`src/rtl/pci_xlate_pkg.sv`:
```
package pci_xlate_pkg;

  typedef enum logic [1:0] {
    OP_MEM_IN  = 2'b00,
    OP_BAR_OUT = 2'b01,
    OP_IO_IN   = 2'b10,
    OP_IO_OUT  = 2'b11
  } xlate_op_e;

  localparam logic [1:0] FLD_SIZE  = 2'd0;
  localparam logic [1:0] FLD_PCI   = 2'd1;
  localparam logic [1:0] FLD_LOC   = 2'd2;

  localparam logic [1:0] FLD_IOBASE = 2'd0;
  localparam logic [1:0] FLD_MSTART = 2'd1;
  localparam logic [1:0] FLD_MEND   = 2'd2;

endpackage

```
`src/rtl/xlate_cfg_regs.sv`:
```
module xlate_cfg_regs
  import pci_xlate_pkg::*;
#(
  parameter int AW     = 32,
  parameter int NWIN   = 6,
  parameter int CFG_AW = 5
) (
  input  logic                      clk,
  input  logic                      rst_n,
  input  logic                      cfg_we,
  input  logic [CFG_AW-1:0]         cfg_addr,
  input  logic [AW-1:0]             cfg_wdata,
  output logic [NWIN-1:0][AW-1:0]   win_size,
  output logic [NWIN-1:0][AW-1:0]   win_pci,
  output logic [NWIN-1:0][AW-1:0]   win_loc,
  output logic [AW-1:0]             io_base,
  output logic [AW-1:0]             mem_start,
  output logic [AW-1:0]             mem_end
);

  localparam int SEL_W = CFG_AW - 2;
  localparam logic [SEL_W-1:0] SEL_GLB = SEL_W'(NWIN);

  logic [SEL_W-1:0] sel;
  logic [1:0]       fld;

  assign sel = cfg_addr[CFG_AW-1:2];
  assign fld = cfg_addr[1:0];

  for (genvar g = 0; g < NWIN; g++) begin : g_win
    logic          hit_sel;
    logic [AW-1:0] size_d, pci_d, loc_d;
    logic [AW-1:0] size_q, pci_q, loc_q;

    assign hit_sel = cfg_we && (sel == SEL_W'(g));

    always_comb begin
      size_d = size_q;
      pci_d  = pci_q;
      loc_d  = loc_q;
      if (hit_sel) begin
        case (fld)
          FLD_SIZE: size_d = cfg_wdata;
          FLD_PCI:  pci_d  = cfg_wdata;
          FLD_LOC:  loc_d  = cfg_wdata;
          default:  ;
        endcase
      end
    end

    always_ff @(posedge clk or negedge rst_n) begin
      if (!rst_n) begin
        size_q <= '0;
        pci_q  <= '0;
        loc_q  <= '0;
      end else if (hit_sel) begin
        size_q <= size_d;
        pci_q  <= pci_d;
        loc_q  <= loc_d;
      end
    end

    assign win_size[g] = size_q;
    assign win_pci[g]  = pci_q;
    assign win_loc[g]  = loc_q;
  end

  logic          glb_sel;
  logic [AW-1:0] io_d, ms_d, me_d;
  logic [AW-1:0] io_q, ms_q, me_q;

  assign glb_sel = cfg_we && (sel == SEL_GLB);

  always_comb begin
    io_d = io_q;
    ms_d = ms_q;
    me_d = me_q;
    if (glb_sel) begin
      case (fld)
        FLD_IOBASE: io_d = cfg_wdata;
        FLD_MSTART: ms_d = cfg_wdata;
        FLD_MEND:   me_d = cfg_wdata;
        default:    ;
      endcase
    end
  end

  always_ff @(posedge clk or negedge rst_n) begin
    if (!rst_n) begin
      io_q <= '0;
      ms_q <= '0;
      me_q <= '0;
    end else if (glb_sel) begin
      io_q <= io_d;
      ms_q <= ms_d;
      me_q <= me_d;
    end
  end

  assign io_base   = io_q;
  assign mem_start = ms_q;
  assign mem_end   = me_q;

endmodule

```
`src/rtl/xlate_bar_lookup.sv`:
```
module xlate_bar_lookup #(
  parameter int AW    = 32,
  parameter int NWIN  = 6,
  parameter int IDX_W = 3
) (
  input  logic [AW-1:0]             addr,
  input  logic [NWIN-1:0][AW-1:0]   win_size,
  input  logic [NWIN-1:0][AW-1:0]   win_pci,
  input  logic [NWIN-1:0][AW-1:0]   win_loc,
  output logic                      hit,
  output logic [IDX_W-1:0]          idx,
  output logic [AW-1:0]             xaddr
);

  logic [NWIN-1:0]         match;
  logic [NWIN-1:0][AW-1:0] cand;

  for (genvar g = 0; g < NWIN; g++) begin : g_cmp
    logic [AW-1:0] mask, lbase, pbase;
    logic [AW:0]   lend;

    assign mask  = ~(win_size[g] - AW'(1));
    assign lbase = win_loc[g] & mask;
    assign pbase = win_pci[g] & mask;
    assign lend  = {1'b0, lbase} + {1'b0, win_size[g]};

    assign match[g] = (win_size[g] != '0) && (addr >= lbase) &&
                      ({1'b0, addr} < lend);
    assign cand[g]  = (addr - lbase) + pbase;
  end

  always_comb begin
    hit   = 1'b0;
    idx   = '0;
    xaddr = '0;
    for (int i = NWIN - 1; i >= 0; i--) begin
      if (match[i]) begin
        hit   = 1'b1;
        idx   = IDX_W'(i);
        xaddr = cand[i];
      end
    end
  end

endmodule

```
`src/rtl/xlate_range_check.sv`:
```
module xlate_range_check #(
  parameter int          AW    = 32,
  parameter logic [31:0] IO_LO = 32'h0000_0100,
  parameter logic [31:0] IO_HI = 32'h0001_0000
) (
  input  logic [AW-1:0] addr,
  input  logic [AW-1:0] io_base,
  input  logic [AW-1:0] mem_start,
  input  logic [AW-1:0] mem_end,
  output logic          io_hit,
  output logic [AW-1:0] io_addr,
  output logic          mem_hit
);

  localparam logic [AW-1:0] LO = AW'(IO_LO);
  localparam logic [AW-1:0] HI = AW'(IO_HI);

  assign io_hit  = (addr >= LO) && (addr <= HI);
  assign io_addr = addr + io_base;
  assign mem_hit = (addr >= mem_start) && (addr < mem_end);

endmodule

```
`src/rtl/pci_xlate_unit.sv`:
```
module pci_xlate_unit
  import pci_xlate_pkg::*;
#(
  parameter int          AW     = 32,
  parameter int          NWIN   = 6,
  parameter logic [31:0] IO_LO  = 32'h0000_0100,
  parameter logic [31:0] IO_HI  = 32'h0001_0000,
  localparam int         IDX_W  = (NWIN > 1) ? $clog2(NWIN) : 1,
  localparam int         CFG_AW = $clog2(NWIN + 1) + 2
) (
  input  logic              clk,
  input  logic              rst_n,
  input  logic              cfg_we,
  input  logic [CFG_AW-1:0] cfg_addr,
  input  logic [AW-1:0]     cfg_wdata,
  input  logic              req_valid,
  input  logic [1:0]        req_op,
  input  logic [AW-1:0]     req_addr,
  output logic              rsp_valid,
  output logic              rsp_hit,
  output logic [AW-1:0]     rsp_addr,
  output logic [IDX_W-1:0]  rsp_bar
);

  logic [NWIN-1:0][AW-1:0] win_size, win_pci, win_loc;
  logic [AW-1:0]           io_base, mem_start, mem_end;

  xlate_cfg_regs #(.AW(AW), .NWIN(NWIN), .CFG_AW(CFG_AW)) u_cfg (
    .clk       (clk),
    .rst_n     (rst_n),
    .cfg_we    (cfg_we),
    .cfg_addr  (cfg_addr),
    .cfg_wdata (cfg_wdata),
    .win_size  (win_size),
    .win_pci   (win_pci),
    .win_loc   (win_loc),
    .io_base   (io_base),
    .mem_start (mem_start),
    .mem_end   (mem_end)
  );

  logic             bar_hit;
  logic [IDX_W-1:0] bar_idx;
  logic [AW-1:0]    bar_addr;

  xlate_bar_lookup #(.AW(AW), .NWIN(NWIN), .IDX_W(IDX_W)) u_bar (
    .addr     (req_addr),
    .win_size (win_size),
    .win_pci  (win_pci),
    .win_loc  (win_loc),
    .hit      (bar_hit),
    .idx      (bar_idx),
    .xaddr    (bar_addr)
  );

  logic          io_hit, mem_hit;
  logic [AW-1:0] io_addr;

  xlate_range_check #(.AW(AW), .IO_LO(IO_LO), .IO_HI(IO_HI)) u_rng (
    .addr      (req_addr),
    .io_base   (io_base),
    .mem_start (mem_start),
    .mem_end   (mem_end),
    .io_hit    (io_hit),
    .io_addr   (io_addr),
    .mem_hit   (mem_hit)
  );

  logic             hit_d, hit_q, vld_q;
  logic [AW-1:0]    addr_d, addr_q;
  logic [IDX_W-1:0] bar_d, bar_q;

  always_comb begin
    hit_d  = 1'b0;
    addr_d = '0;
    bar_d  = '0;
    if (req_valid) begin
      case (xlate_op_e'(req_op))
        OP_MEM_IN: begin
          hit_d  = mem_hit;
          addr_d = mem_hit ? req_addr : '0;
        end
        OP_BAR_OUT: begin
          hit_d  = bar_hit;
          addr_d = bar_addr;
          bar_d  = bar_idx;
        end
        OP_IO_IN: begin
          hit_d  = io_hit;
          addr_d = io_hit ? io_addr : '0;
        end
        default: ;
      endcase
    end
  end

  always_ff @(posedge clk or negedge rst_n) begin
    if (!rst_n) begin
      vld_q  <= 1'b0;
      hit_q  <= 1'b0;
      addr_q <= '0;
      bar_q  <= '0;
    end else begin
      vld_q  <= req_valid;
      hit_q  <= hit_d;
      addr_q <= addr_d;
      bar_q  <= bar_d;
    end
  end

  assign rsp_valid = vld_q;
  assign rsp_hit   = hit_q;
  assign rsp_addr  = addr_q;
  assign rsp_bar   = bar_q;

endmodule

```
`config.mk`:
```
export PLATFORM = sky130hd
export DESIGN_NAME = pci_xlate_unit
export DESIGN_NICKNAME = d
export VERILOG_FILES = /design/src/rtl/pci_xlate_pkg.sv /design/src/rtl/xlate_cfg_regs.sv /design/src/rtl/xlate_bar_lookup.sv /design/src/rtl/xlate_range_check.sv /design/src/rtl/pci_xlate_unit.sv
export SDC_FILE = /design/constraint.sdc
export NUM_CORES = 2
export LEC_CHECK = 0
export BUFFER_PORTS_ARGS = -buffer_cell sky130_fd_sc_hd__buf_2
export CORE_MARGIN = 2
export CORE_UTILIZATION = 45
export CTS_CLUSTER_SIZE = 20
export DETAILED_ROUTE_END_ITERATION = 16
export GPL_TIMING_DRIVEN = 0
export SLEW_MARGIN = 10
export SYNTH_ARGS = -nofsm -noshare
export SYNTH_HDL_FRONTEND = slang
export SYNTH_SLANG_ARGS = --single-unit
```
`constraint.sdc`:
```
create_clock -name clk -period 9.1 [get_ports clk]
set_clock_uncertainty 0.1 [all_clocks]
set_input_delay 0.455 -clock clk [delete_from_list [all_inputs] [get_ports clk]]
set_output_delay 0.455 -clock clk [all_outputs]
set_load 0.02 [all_outputs]
```
Word level (Yosys, flattened, before mapping)
Cells that the tools add are included.
- register bits: 709
- input port bits: 75
- output and inout bits: 37
- $add $sub $neg: 25
- $lt $le $gt $ge: 16
- eq/ne operators: 10
- mux-type cells: 26
- bitwise gates (word level): 18
- reductions and logical operators: 51
- operators by type and width (operator ; number):
    bitwise AND 32 bit ; 12
    two-way mux 32 bit ; 9
    adder 32 bit ; 7
    greater-or-equal comparator 32 bit ; 7
    adder 32 x 32 -> 33 bit ; 6
    < comparator 32 x 33 -> 1 bit ; 6
    NOT 32 bit ; 6
    nonzero test 32 bit ; 6
    subtractor 32 x 1 -> 32 bit (second input constant) ; 6
    subtractor 32 bit ; 6
    one-hot mux 32 bit (3 select lines) ; 1
    AND reduction 2 bit ; 21
    greater-or-equal comparator 32 x 9 -> 1 bit (second input constant) ; 1
    <= comparator 32 x 17 -> 1 bit (second input constant) ; 1
    < comparator 32 bit ; 1
    two-way mux 3 bit ; 8
    logical AND 1 bit ; 21
    == test 3 bit (second input constant) ; 3
    two-way mux 1 bit ; 7
    == test 3 x 2 -> 1 bit (second input constant) ; 2
    == test 2 x 1 -> 1 bit (second input constant) ; 2
    == test 2 bit (second input constant) ; 2
    zero test 2 bit ; 2
    == test 3 x 1 -> 1 bit (second input constant) ; 1
    2 further kinds ; 2

Depth between registers and ports, before layout
- word-level depth: 14
- gate-level depth with buffers: 38
- depth with buffers taken out: 35

Cells and area by module
A second synthesis with hierarchy kept.
- cells, all modules: 7394
- area, all modules: 67950.2 µm²
- by module, submodules not included (module ; times used ; cells each ; area an instance (µm²) ; seq. area each (µm²)):
    xlate_bar_lookup ; 1 ; 5284 ; 37790.0 ; 0.0
    xlate_cfg_regs ; 1 ; 1508 ; 25171.6 ; 16816.1
    xlate_range_check ; 1 ; 475 ; 3393.3 ; 0.0
    pci_xlate_unit ; 1 ; 127 ; 1595.3 ; 925.9

Worst setup path after synthesis
OpenSTA, ideal clock, no wires.
- path kind: flip-flop to flip-flop
- start point: register u_cfg.g_win[4].size_q[2]
- end point: register addr_q[7], in the netlist rsp_addr[7]
- library setup time: 0.124 ns
- data arrival time: 7.044 ns
- data required time: 8.876 ns
- slack: 1.832 ns
- stages on the path, launching flop included: 35
- period minus slack after synthesis: 7.268 ns
- cells stage by stage: dfrtp_1 > or3_1 > buf_2 > nor3_1 > nand2b_1 > nor4_1 > nand2_1 > xor2_1 > nand2_1 > inv_1 > ha_1 > or4_1 > a21o_1 > o221ai_2 > a211oi_1 > o21ai_0 > a21boi_0 > o21ai_0 > nand2b_1 > xnor2_1 > ha_1 > nand2_1 > o21ai_0 > o211ai_1 > a221o_1 > a211o_1 > a41oi_1 > o211ai_4 > and2_1 > buf_6 > buf_6 > a221o_1 > o211ai_1 > a21oi_1 > a211o_1
- cells in the longest elaborated chain, start to end: 13
- ends and longest elaborated chain (item ; line ; RTL):
    start: declaration ; xlate_cfg_regs.sv:33 ; logic [AW-1:0] size_q, pci_q, loc_q;
    start signal: assignment ; xlate_cfg_regs.sv:57 ; size_q <= size_d;
    subtractor 32 x 1 -> 32 bit ; xlate_bar_lookup.sv:22 ; assign mask = ~(win_size[g] - AW'(1));
    NOT 32 bit ; xlate_bar_lookup.sv:22 ;
    bitwise AND 32 bit ; xlate_bar_lookup.sv:23 ; assign lbase = win_loc[g] & mask;
    adder 32 x 32 -> 33 bit / greater-or-equal comparator 32 bit (equally long branches) ; xlate_bar_lookup.sv:25, xlate_bar_lookup.sv:27 ;
    < comparator 32 x 33 -> 1 bit / logical AND 1 bit (equally long branches) ; xlate_bar_lookup.sv:28, xlate_bar_lookup.sv:27 ;
    logical AND 1 bit ; xlate_bar_lookup.sv:27 ; assign match[g] = (win_size[g] != '0) && (addr >= lbase) &&
    two-way mux 32 bit * (5 in series) ; xlate_bar_lookup.sv:37 ; if (match[i]) begin
    one-hot mux 32 bit (3 select lines) * ; pci_xlate_unit.sv:78 ; case (xlate_op_e'(req_op))
    two-way mux 32 bit * ; pci_xlate_unit.sv:77 ; if (req_valid) begin
    via addr_d[7] ; pci_xlate_unit.sv:70 ; logic [AW-1:0] addr_d, addr_q;
    end signal: assignment ; pci_xlate_unit.sv:106 ; addr_q <= addr_d;
    end: declaration ; pci_xlate_unit.sv:70 ;
The timed path passes the listed nets; every way through them passes the cells marked *.
A chain may end at the register's enable or synchronous reset.

Worst setup path after layout
- start point: register u_cfg.g_win[2].size_q[10]
- end point: register addr_q[4], in the netlist rsp_addr[4]
- cells in the longest elaborated chain, start to end: 11
- ends and longest elaborated chain (item ; line):
    start: declaration ; xlate_cfg_regs.sv:33
    start signal: assignment ; xlate_cfg_regs.sv:57
    subtractor 32 x 1 -> 32 bit ; xlate_bar_lookup.sv:22
    NOT 32 bit ; xlate_bar_lookup.sv:22
    bitwise AND 32 bit ; xlate_bar_lookup.sv:23
    adder 32 x 32 -> 33 bit / greater-or-equal comparator 32 bit (equally long branches) ; xlate_bar_lookup.sv:25, xlate_bar_lookup.sv:27
    < comparator 32 x 33 -> 1 bit / logical AND 1 bit (equally long branches) ; xlate_bar_lookup.sv:28, xlate_bar_lookup.sv:27
    logical AND 1 bit * ; xlate_bar_lookup.sv:27
    two-way mux 32 bit * (3 in series) ; xlate_bar_lookup.sv:37
    one-hot mux 32 bit (3 select lines) * ; pci_xlate_unit.sv:78
    two-way mux 32 bit * ; pci_xlate_unit.sv:77
    via addr_d[4] ; pci_xlate_unit.sv:70
Marked as above.

==> metrics.md <==
| Metric | Value |
|---|---|
| Vias | `about 58000` |
| GRT overflow | `0` |
| Crit path capture | `rsp_addr[4]$_DFF_PN0_` |
| First-pass GRT wire length | `about 360 mm` |
| Yosys reg bits | `709` |
| Final wirelength | `244 mm` |
| DP Area | `0.0707 mm2` |
| Setup crit end kind | `flop` |
| Die Wd | `around 390 um` |
| Deepest clock path buffer count | `3` |
| Largest net degree at the start of global routing | `106` |
| Total design power | `22.1 mW` |
| Placeable Area | `0.149 mm2` |
| Maximum vdd drop | `159 uV` |
| CTS buffer count | `90` |
| Post-synthesis sequential area ratio | `0.263` |
| Via/cell ratio | `5.97` |
| Flop2flop setup slack | `0.21 ns` |
| Tcrit/Tclk final | `0.977` |
| Post-route setup slack | `0.207 ns` |
| Antenna violations before repair | `12` |
| Crit Path Max Fanout | `10` |
| GRT Overall Usage | `0.315` |
| Avg Cell Area, Syn | `9.11 um2` |
| Status | `finished clean` |
| CP Launch Type | `flop` |
| Most common cell after layout, fill and taps aside | `ha_1` |
| Iter 0 DRT Violations | `4042` |
| Root Driver | `clkbuf_16` |
| Leak | `36.3 nW` |
| Slew Viols, Final | `0` |
| Fmax | `roughly 110 MHz` |
| Growth of design area from synthesis to finish | `11.2%` |
| Mapped cell area | `0.0674 mm2` |
| Period minus WS final | `8.89 ns` |
| Wirelength per Cell | `approximately 25 um` |
| EDFF count, synth | `0` |
| Hold Path Class | `in -> reg` |
| Drt first pass iters | `6` |
| CTS tree | `built` |
| Place WS | `-2.29 ns` |
| Max-cap violations | `0` |
| Reg2Reg Depth | `30` |
| Synth warnings | `0` |
| Worst relative slew slack | `0.122` |
| Yosys cell types | `108` |
| Synth async-reset ratio | `1.00` |
| Gp weighted congestion | `0.966` |
| H-tree levels | `3` |
| Final hold vios | `0` |
| Share of layout cells above drive strength 1 | `0.141` |
| Vias in the first global route | `57925` |
| Initial core utilization | `0.452` |
| Slowest stage cell, crit path | `or4_1` |
| I/O pins | `112` |
| Detailed Place HPWL | `201 mm` |
| Die Height | `slightly below 400 um` |
| DRT antenna net count | `0` |
| Power per cell area | `294 mW/mm2` |
| Worst-margin pin slew | `1.28 ns` |
| WS Path Type | `reg -> reg` |
| Highest cell delay on the worst timing path | `0.66 ns` |
| Worst r2r src | `u_cfg.g_win[2].size_q[10]$_DFFE_PN0P_` |
| Critical Path AT | `9.39 ns` |
| Synth Instances | `7400` |
| Syn Nets | `between 8000 and 9000` |
| Final core occ | `0.502` |
| Final setup fails | `0` |
| Most frequent cells in the layout | `849 x ha_1, 766 x inv_1, 742 x nand2_1` |
| Die ar. | `0.153 mm2` |
| # DRC | `0` |
| Clock slew at reported path FFs | `0.06 ns` |
| R2R Path End | `rsp_addr[4]$_DFF_PN0_` |
| Number of I/O port buffers | `109` |
| CTS Sinks | `709` |
| Site row count | `142` |
| CP required | `9.59 ns` |
| CP startpoint | `u_cfg.g_win[2].size_q[10]$_DFFE_PN0P_` |
| Post-synth top flop | `dfrtp_1` |
| Clk Latency, worst-skew pair | `0.72 ns` |
| Final-stage net count | `about 9000` |
| Cell area after layout | `0.0749 mm2` |
where the power goes:
group,switching [mW],internal (mW),leakage [nW]
Clock,1.56,2.34,1.54
Combinational,8.65,5.21,25.8
Sequential,0.524,3.79,9.00
cell type report:
cell class	instances	area, um2
Tap cell	1944	2430
Antenna cell	6	15.0
Multi-Input combinational cell	5729	46600
Clock buffer	121	2590
Clock inverter	43	562
Fill cell	14218	74300
Sequential cell	709	17700
Timing Repair Buffer	171	1290
Buffer	193	815
Inverter	766	2880
worst max-delay path: cells and delay by family, from the launching register on:
kind            cells  cell delay (ns)
fa+ha+maj           2             0.63
compound gates     13             3.70
buf+inv             3             0.68
simple gates       12             3.17
flops               1             0.44
layer usage:
| metal | vias to the layer above | share of wire | wire length, um | GRT usage |
|---|---|---|---|---|
| met5 | - | 0.000049 | 12 | 0 |
| met2 | 1761 | 0.46 | 111000 | 0.516 |
| met4 | 2 | 0.058 | 14200 | 0.159 |
| met1 | 28727 | 0.43 | 105000 | 0.411 |
| li1 | 26824 | - | - | - |
| met3 | 486 | 0.053 | 12900 | 0.0340 |
cell usage after synthesis, types with 12 or more instances:
cell / n / area (um2)
xor2_1: 206 / 1800
and4_1: 16 / 140
fa_1: 187 / 3740
ha_1: 850 / 10600
or2_2: 24 / 150
o22ai_1: 24 / 150
or4_1: 24 / 180
nand2_1: 745 / 2800
a22oi_1: 41 / 308
o31ai_1: 24 / 180
or3_1: 28 / 175
a21oi_1: 459 / 2300
inv_1: 766 / 2880
a21o_1: 235 / 1760
o21ai_0: 326 / 1630
a211o_1: 28 / 245
a221oi_1: 26 / 228
and2_1: 28 / 175
nor3_1: 128 / 641
o221ai_1: 12 / 105
xnor2_1: 338 / 2960
a2111oi_0: 25 / 219
o21bai_1: 49 / 368
o2111ai_1: 15 / 131
and3_1: 40 / 250
mux2_2: 605 / 6810
o211ai_1: 53 / 398
clkbuf_1: 145 / 544
a41oi_1: 16 / 140
nor2_1: 320 / 1200
nand2b_1: 88 / 551
a21boi_0: 14 / 105
a31oi_1: 43 / 269
a22o_1: 12 / 105
a211oi_1: 71 / 533
nand4_1: 91 / 569
nand3b_1: 12 / 90.1
dfrtp_1: 709 / 17700
buf_1: 37 / 139
nor2b_1: 61 / 382
o21a_1: 72 / 541
nand3_1: 128 / 641
nor4_1: 64 / 400
logic make-up (layout without fill, tap and decap cells):
| kind of cell | count (synthesis) | count (layout) | share of synthesized area |
|---|---|---|---|
| buffers and inverters | 962 | 1294 | 0.0544 |
| muxes | 613 | 613 | 0.103 |
| other | 0 | 6 | 0 |
| DFF | 709 | 709 | 0.263 |
| xor gates and xnor gates | 544 | 544 | 0.0707 |
| and+or+nand+nor | 1850 | 1850 | 0.131 |
| AOI/OAI and AO/OA | 1685 | 1685 | 0.165 |
| adders and majority gates | 1037 | 1037 | 0.213 |
flip-flops by register name (all words and copies together) (netlist names), 3 cells and up:
| name | count |
|---|---|
| u_cfg.mem_start | 32 |
| u_cfg.g_win.loc_q | 192 |
| u_cfg.mem_end | 32 |
| rsp_addr | 32 |
| rsp_bar | 3 |
| u_cfg.g_win.pci_q | 192 |
| u_cfg.g_win.size_q | 192 |
| u_cfg.io_base | 32 |
worst min-delay path by stage:
stage	start	endpoint	slack, ns	depth (start not counted)
after floorplan	rst_n	rsp_addr[0]$_DFF_PN0_	0.06	0
after global placement	u_cfg.g_win[1].pci_q[4]$_DFFE_PN0P_	u_cfg.g_win[1].pci_q[4]$_DFFE_PN0P_	0.39	1
after detailed placement	u_cfg.g_win[2].pci_q[16]$_DFFE_PN0P_	u_cfg.g_win[2].pci_q[16]$_DFFE_PN0P_	0.39	1
after CTS	cfg_wdata[11]	u_cfg.g_win[3].size_q[11]$_DFFE_PN0P_	0.002	2
after global routing	cfg_wdata[11]	u_cfg.g_win[3].size_q[11]$_DFFE_PN0P_	0.004	2
final	cfg_wdata[11]	u_cfg.g_win[3].size_q[11]$_DFFE_PN0P_	0.04	2
through the flow:
step / hold slack [ns] / instances / setup TNS [ns]
after floorplan: 0.0594 / 7400 / 0
after detailed placement: 0.392 / 9467 / -64.18
after CTS: 0.00244 / 9666 / 0
final: 0.0390 / 9682 / 0
after global placement: 0.386 / 9453 / -6242.11
after global routing: 0.00408 / 9678 / -0.0497
timing repair:
item | CTS | global route
hold buffers | 29 | 0
endpoints found under the hold margin | 100 | 0
setup endpoints to repair | 36 | 36
pin swaps | 9 | 17
buffers inserted | 7 | 12
gates resized for setup | 81 | 61
Power figures use the tool's default switching activity.
